### src/rtl/way_alloc_pkg.sv
package way_alloc_pkg;
    typedef enum logic {
        ST_IDLE  = 1'b0,
        ST_GRANT = 1'b1
    } alloc_state_e;
endpackage

### src/rtl/wal_lfsr.sv
module wal_lfsr #(
    parameter int              W    = 16,
    parameter logic [W-1:0]    SEED = 16'hACE1,
    parameter logic [W-1:0]    TAPS = 16'hB400
) (
    input  logic         clk,
    input  logic         rst_n,
    output logic [W-1:0] state
);
    logic fb;
    assign fb = ^(state & TAPS);

    always_ff @(posedge clk or negedge rst_n) begin
        if (!rst_n) state <= SEED;
        else        state <= {state[W-2:0], fb};
    end

    // a maximal sequence never reaches the all-zero state
    assert_lfsr_nonzero_R10: assert property (@(posedge clk) disable iff (!rst_n)
        state != '0);
endmodule

### src/rtl/wal_eligible.sv
module wal_eligible #(
    parameter int NWAYS = 4,
    parameter int IW    = $clog2(NWAYS)
) (
    input  logic [IW-1:0]    bank_sel,
    input  logic             force_load,
    input  logic [IW-1:0]    lock_cnt,
    input  logic             split_en,
    input  logic             is_instr,
    output logic [NWAYS-1:0] elig,
    output logic [NWAYS-1:0] locked,
    output logic [NWAYS-1:0] flush_mask
);
    for (genvar i = 0; i < NWAYS; i++) begin : g_way
        assign locked[i]     = (IW'(i) < lock_cnt);
        assign flush_mask[i] = split_en | ~locked[i];
        always_comb begin
            if (force_load)    elig[i] = (bank_sel == IW'(i));
            else if (split_en) elig[i] = is_instr ? locked[i] : ~locked[i];
            else               elig[i] = ~locked[i];
        end
    end
endmodule

### src/rtl/wal_pick.sv
module wal_pick #(
    parameter int NWAYS = 4,
    parameter int IW    = $clog2(NWAYS)
) (
    input  logic [IW-1:0]    start,
    input  logic [NWAYS-1:0] elig,
    output logic [NWAYS-1:0] pick
);
    logic [IW-1:0] idx;
    always_comb begin
        pick = '0;
        idx  = '0;
        for (int k = NWAYS - 1; k >= 0; k--) begin
            idx = start + IW'(k);
            if (elig[idx]) pick = NWAYS'(1) << idx;
        end
    end
endmodule

### src/rtl/way_allocator.sv
module way_allocator #(
    parameter int          NWAYS     = 4,
    parameter int          LFSR_W    = 16,
    parameter logic [15:0] LFSR_SEED = 16'hACE1,
    parameter logic [15:0] LFSR_TAPS = 16'hB400
) (
    input  logic       clk,
    input  logic       rst_n,
    input  logic [1:0] bank_sel,
    input  logic       force_load,
    input  logic [1:0] lock_cnt,
    input  logic       split_en,
    input  logic       fill_req,
    input  logic       fill_is_instr,
    input  logic       flush,
    output logic [3:0] victim_oh,
    output logic       victim_valid,
    output logic [3:0] flush_inval,
    output logic       instr_uncacheable,
    output logic       illegal_cfg
);
    import way_alloc_pkg::*;
    localparam int IW = $clog2(NWAYS);

    logic [LFSR_W-1:0] lfsr_q;
    logic [NWAYS-1:0]  elig_w, locked_w, fmask_w, pick_w;
    logic [NWAYS-1:0]  victim_q;
    alloc_state_e      state_q, state_d;

    wal_lfsr #(.W(LFSR_W), .SEED(LFSR_SEED), .TAPS(LFSR_TAPS)) u_lfsr (
        .clk(clk), .rst_n(rst_n), .state(lfsr_q));

    wal_eligible #(.NWAYS(NWAYS)) u_elig (
        .bank_sel(bank_sel), .force_load(force_load), .lock_cnt(lock_cnt),
        .split_en(split_en), .is_instr(fill_is_instr),
        .elig(elig_w), .locked(locked_w), .flush_mask(fmask_w));

    wal_pick #(.NWAYS(NWAYS)) u_pick (
        .start(lfsr_q[IW-1:0]), .elig(elig_w), .pick(pick_w));

    // state register
    always_ff @(posedge clk or negedge rst_n) begin
        if (!rst_n) state_q <= ST_IDLE;
        else        state_q <= state_d;
    end

    // next state
    always_comb begin
        state_d = state_q;
        unique case (state_q)
            ST_IDLE:  if (fill_req)  state_d = ST_GRANT;
            ST_GRANT: if (!fill_req) state_d = ST_IDLE;
            default:  state_d = ST_IDLE;
        endcase
    end

    // registered victim
    always_ff @(posedge clk or negedge rst_n) begin
        if (!rst_n)        victim_q <= '0;
        else if (fill_req) victim_q <= pick_w;
        else               victim_q <= '0;
    end

    // outputs
    always_comb begin
        victim_valid = 1'b0;
        victim_oh    = '0;
        unique case (state_q)
            ST_IDLE:  ;
            ST_GRANT: begin
                victim_valid = 1'b1;
                victim_oh    = victim_q;
            end
            default:  ;
        endcase
        flush_inval       = flush ? fmask_w : '0;
        instr_uncacheable = force_load;
        illegal_cfg       = split_en & (force_load | (lock_cnt == '0));
    end

    assert_victim_onehot_R2: assert property (@(posedge clk) disable iff (!rst_n)
        $onehot0(victim_oh) && (victim_valid || victim_oh == '0));

    assert_valid_follows_req_R2: assert property (@(posedge clk) disable iff (!rst_n)
        fill_req |=> victim_valid);

    assert_victim_eligible_R6: assert property (@(posedge clk) disable iff (!rst_n)
        fill_req |=> (victim_oh & ~$past(elig_w)) == '0);

    assert_victim_found_R10: assert property (@(posedge clk) disable iff (!rst_n)
        (fill_req && elig_w != '0) |=> victim_oh != '0);

    assert_locked_spared_R3: assert property (@(posedge clk) disable iff (!rst_n)
        (fill_req && !force_load && !split_en) |=> (victim_oh & $past(locked_w)) == '0);

    assert_forced_way_R4: assert property (@(posedge clk) disable iff (!rst_n)
        (fill_req && force_load) |=> victim_oh == (4'b0001 << $past(bank_sel)));

    assert_illegal_flag_R7: assert property (@(posedge clk) disable iff (!rst_n)
        (split_en && force_load) |-> illegal_cfg);

    assert_flush_keeps_locked_R9: assert property (@(posedge clk) disable iff (!rst_n)
        (!split_en) |-> (flush_inval & locked_w) == '0);
endmodule

### config.mk
export PLATFORM = sky130hd
export DESIGN_NAME = way_allocator
export DESIGN_NICKNAME = d
export VERILOG_FILES = /design/src/rtl/way_alloc_pkg.sv /design/src/rtl/wal_lfsr.sv /design/src/rtl/wal_eligible.sv /design/src/rtl/wal_pick.sv /design/src/rtl/way_allocator.sv
export SDC_FILE = /design/constraint.sdc
export NUM_CORES = 1
export LEC_CHECK = 0
export ABC_AREA = 1
export BUFFER_PORTS_ARGS = -buffer_cell sky130_fd_sc_hd__buf_4
export CAP_MARGIN = 25
export CORE_ASPECT_RATIO = 0.9
export CORE_MARGIN = 2
export CORE_UTILIZATION = 48
export DETAILED_ROUTE_END_ITERATION = 10
export PLACE_DENSITY = 0.77
export SLEW_MARGIN = 30
export SYNTH_ARGS = -nofsm -noshare
export SYNTH_HDL_FRONTEND = slang
export SYNTH_SLANG_ARGS = --single-unit
### constraint.sdc
create_clock -name clk -period 1.55 [get_ports clk]
set_input_delay 0.465 -clock clk [delete_from_list [all_inputs] [get_ports clk]]
set_output_delay 0.465 -clock clk [all_outputs]
set_load 0.01 [all_outputs]
Word level (Yosys, flattened, before mapping). Index checks and enable logic that the tools add are counted.

Register bits after elaboration: 21. Bits of input ports: 11. Output and inout port bits: 11. Word-level logic and storage cells: 63.

Add/sub/neg operators: 3. $lt $le $gt $ge: 8. Equality and inequality tests: 3. Shift operators: 4. Muxes and demuxes: 29. Bitwise gates (word level): 10. Reductions and logical operators: 3.

Operator list (count): 4-bit 2-to-1 mux (7); 1-bit 2-to-1 mux (18); 16-bit XOR reduction (1); 1-bit by 2-bit << shifter with 4-bit output, first input constant (4); 2-bit by 3-bit less-than comparator with 1-bit output, second input constant (4); 1-bit binary-select mux with 2-bit select (4); 1-bit bitwise OR (5); 2-bit adder, second input constant (2); 2-bit equality test, second input constant (2); 2-bit zero test (2); 1-bit by 2-bit less-than comparator with 1-bit output, first input constant (2); 2-bit less-than comparator, first input constant (2); 1-bit inverter (4); 2-bit by 1-bit adder with 2-bit output, second input constant (1); 2-bit by 1-bit equality test with 1-bit output, second input constant (1); 1-bit bitwise AND (1).

Longest topological paths before layout.
Depth in word-level cells: 12. Mapped depth: 11. Gate-level depth less buffers: 11.

By module. Synthesis repeated with hierarchy kept, for this count alone.

Cells, all modules: 178. Area total of the unflattened synthesis: 1307.5 um2.

By module, submodules not included: wal_lfsr (times used 1, cells an instance 33, area an instance 481.7 um2, sequential area each 410.4 um2); wal_pick (times used 1, cells an instance 74, area an instance 422.9 um2, sequential area each 0.0 um2); way_allocator (times used 1, cells an instance 34, area an instance 237.7 um2, sequential area each 125.1 um2); wal_eligible (times used 1, cells an instance 37, area an instance 165.2 um2, sequential area each 0.0 um2).

Least setup slack after synthesis. Ideal clock, no wire load.

Path kind: flip-flop to flip-flop. Start point: reg u_lfsr.state[0]. End point: reg victim_q[0]. Library setup time: 0.126 ns. Arrival time: 1.457 ns. Required time: 1.424 ns. Setup slack: -0.032 ns. Cell stages (with the launch flop): 9. Clock period less this slack: 1.582 ns. Cells stage by stage: dfstp_2 -> inv_1 -> ha_1 -> inv_1 -> nand3_1 -> nand3_1 -> nand2_1 -> nand3_1 -> a21oi_2.

Cells in the longest elaborated chain, start to end: 8. Elaborated cells on any way between the ends: 20.

RTL lines: start: declaration (line wal_lfsr.sv:8) `output logic [W-1:0] state`; start signal: assignment (line wal_lfsr.sv:15) `else state <= {state[W-2:0], fb};`; 2-bit adder (line wal_pick.sv:14) `idx = start + IW'(k);`; 1-bit binary-select mux with 2-bit select (line wal_pick.sv:15) `if (elig[idx]) pick = NWAYS'(1) << idx;`; 1-bit 2-to-1 mux (not written as such) (line wal_pick.sv:15); 4-bit 2-to-1 mux (3 in series) (line wal_pick.sv:15); 4-bit 2-to-1 mux (*) (line wal_pick.sv:15); 4-bit 2-to-1 mux (*) (line way_allocator.sv:60) `else if (fill_req) victim_q <= pick_w;`; end signal: assignment (line way_allocator.sv:60); end: declaration (line way_allocator.sv:27) `logic [NWAYS-1:0] victim_q;`.

Every way passes the cells marked *; elsewhere a longest branch is shown, timed or not. The select of a mux whose other input is x is not followed.

Worst setup path after layout. Ends and elaborated chain as after synthesis.

==> results.ini <==
[setup_path]
setup.worst_path.start_class=flop
cp.arrival_ns=1.72
endpoint_kind=flop
crit_fanout=8
cp.required_ns=1.77
reg2reg_slack_ns=0.05
r2r_start=u_lfsr.state[0]
critPathKind=reg2reg
cp-startpoint=u_lfsr.state[0]

[timing]
timing.fmax_mhz=667.0
period_share=0.9673
final_hold_viol_count=0
setup_viol=0
tightest_slew_ns=0.3135
timing.hold.ws_ns=0.03394
slew-limit-headroom=0.7901
fin_ws_ns=0.05069
maxSlewViolCount=0
tns_ns=0
post-route-min-period_ns=1.499
finClkSkew_ns=0.002057
rsz0062_at_grt=true

[yosys]
syn-cell-area_um2=1100
synth-edff-count=0
ys_seq_area_frac=0.4869
ys_warn_count=0
synth_nets=141
synth.avg_cell_area_um2=8.729
ys_ff_latch=21
synth.most_common_cell=nand3_1
async_reset_ff_frac=1.000
netlist_top_cells_count=25 x nand3_1, 22 x inv_1, 16 x nand2_1
synth-main-ff-cell=dfrtp_1
synth_cell_types=19
yosysTopAreaCellShare=0.2958
synth.area.top_cells=dfrtp_1 30%, dfstp_2 19%, nand3_1 11%
yosys.area.top_type=dfrtp_1
netlist_instances=126

[power]
fin_total_pwr_mw=1.001
power_density_nw_per_um2=716.0
ir_worst_vdd_uv=393.9
cellLeakagePower_nw=0.7123

[clocking]
post_cts_buffers=0
clock_path_buffers=2
clk_pin_slew_ns=0.10
worstSkewPairLatency_ns=0.28
htree_levels=1
cts_sinks=21
cts_buffers=3
cts_tree=built
cts-root-buf=clkbuf_4

[floorplan]
dieWidth_um=54.46
rows=16
chipHeight_um=49.41
core_um2=2182
initial_core_util=0.5040
ios=22
dieArea_um2=2691

[global_route]
overflow=0
antenna_found_initial=0
grt_max_degree=22
gr-usage-all-layers=0.1667
grt_pass1_wl_um=3339
grt_pass1_vias=808

[route]
route.detailed.drc=0
firstDrtPassIters=4
ant_nets=0
num_vias=936
wl_per_cell_um=11.82
avgViaCountPerCell=5.229
drt_iter0_drc=19
drt_wl_total_um=2115

[layout]
drive_above_1_share=0.4013
fin_cells=179
seq_area_um2=535.5
multi_input_area_um2=528.0
fillers=182
diodes=0
final_nets=168
syn_to_final_growth_pct=27.08
utilization=0.6405
postLayoutCellArea_um2=1398

[placement]
dp.cells=175
place_ws_ns=-0.1051
place_area_um2=1311
portBuffers=21
gp_congestion=0.8073
dpl.hpwl_um=1612

[worst_hold_path]
hold_class=in2async

[run_status]
status=complete, no violations

[run]
cap_violations=0

kinds of logic after synthesis:
family / Yosys count / synth area share
xor gates and xnor gates: 3 / 0.02390
AOI/OAI and AO/OA: 23 / 0.1229
and+or+nand+nor: 49 / 0.2253
buffers and inverters: 26 / 0.09555
adders and majority gates: 4 / 0.04551
DFF: 21 / 0.4869
path summary, 6_finish.rpt:
check                                    to  cells past startpoint
setup / recovery                victim_q[0]                      8
hold / removal              u_lfsr.state[3]                      1
setup reg to reg                victim_q[0]                      8
hold reg to reg             u_lfsr.state[4]                      0
max in group asynchronous  u_lfsr.state[15]                      1
min in group clk                    state_q                      1
metal layers:
| metal | wire (um) | vias up | GRT usage | share of wire |
|---|---|---|---|---|
| li1 | - | 463 | - | - |
| met3 | 66 | 4 | 0.009202 | 0.031 |
| met1 | 920 | 447 | 0.2165 | 0.43 |
| met4 | 29 | 0 | 0.06250 | 0.014 |
| met5 | 0 | - | 0 | 0 |
| met2 | 1098 | 22 | 0.2831 | 0.52 |
registers in the layout, indices dropped and copies added (netlist names):
register,cells
state_q,1
u_lfsr.state,16
victim_q,4
where the power goes:
| part | total [mW] | leakage, nW | switching [mW] | internal (mW) |
|---|---|---|---|---|
| Clock | 0.241 | 0.0150 | 0.141 | 0.0999 |
| Sequential | 0.562 | 0.258 | 0.00415 | 0.558 |
| Combinational | 0.197 | 0.439 | 0.116 | 0.0817 |
final cells by class:
type                            count  area share
Sequential cell                    21      0.3832
Multi-Input combinational cell     79      0.3778
Timing Repair Buffer               24      0.1316
Inverter                           24     0.06446
Tap cell                           27     0.02417
Clock buffer                        4     0.01880
worst max-delay path: stages (launching register included):
cell     delay, ns
dfstp_2       0.55
inv_2         0.05
ha_4          0.28
inv_2         0.05
nand3_2       0.07
nand2_4       0.10
o21ai_2       0.13
inv_1         0.07
a21oi_2       0.14
layout by cell type, fill, tap and decap left out:
| master | instances |
|---|---|
| a21oi_1 | 4 |
| a21oi_2 | 4 |
| buf_4 | 23 |
| buf_6 | 1 |
| clkbuf_1 | 1 |
| clkbuf_4 | 3 |
| clkinv_1 | 1 |
| dfrtp_1 | 13 |
| dfstp_2 | 8 |
| ha_1 | 3 |
| ha_4 | 1 |
| inv_1 | 20 |
| inv_2 | 3 |
| nand2_1 | 15 |
| nand2_2 | 3 |
| nand2_4 | 1 |
| nand3_1 | 19 |
| nand3_2 | 10 |
| nor2_4 | 1 |
| o211ai_1 | 2 |
| o21ai_0 | 5 |
| o21ai_1 | 5 |
| o21ai_2 | 3 |
| xnor2_1 | 2 |
| xor2_1 | 1 |
repair_timing:
action                                  in CTS  in global routing
endpoints found under the hold margin        0                  0
endpoints found under the setup margin       0                  6
resized for setup                            0                 20
hold buffers                                 0                  0
No activity file was read; power rests on OpenSTA's default activity.
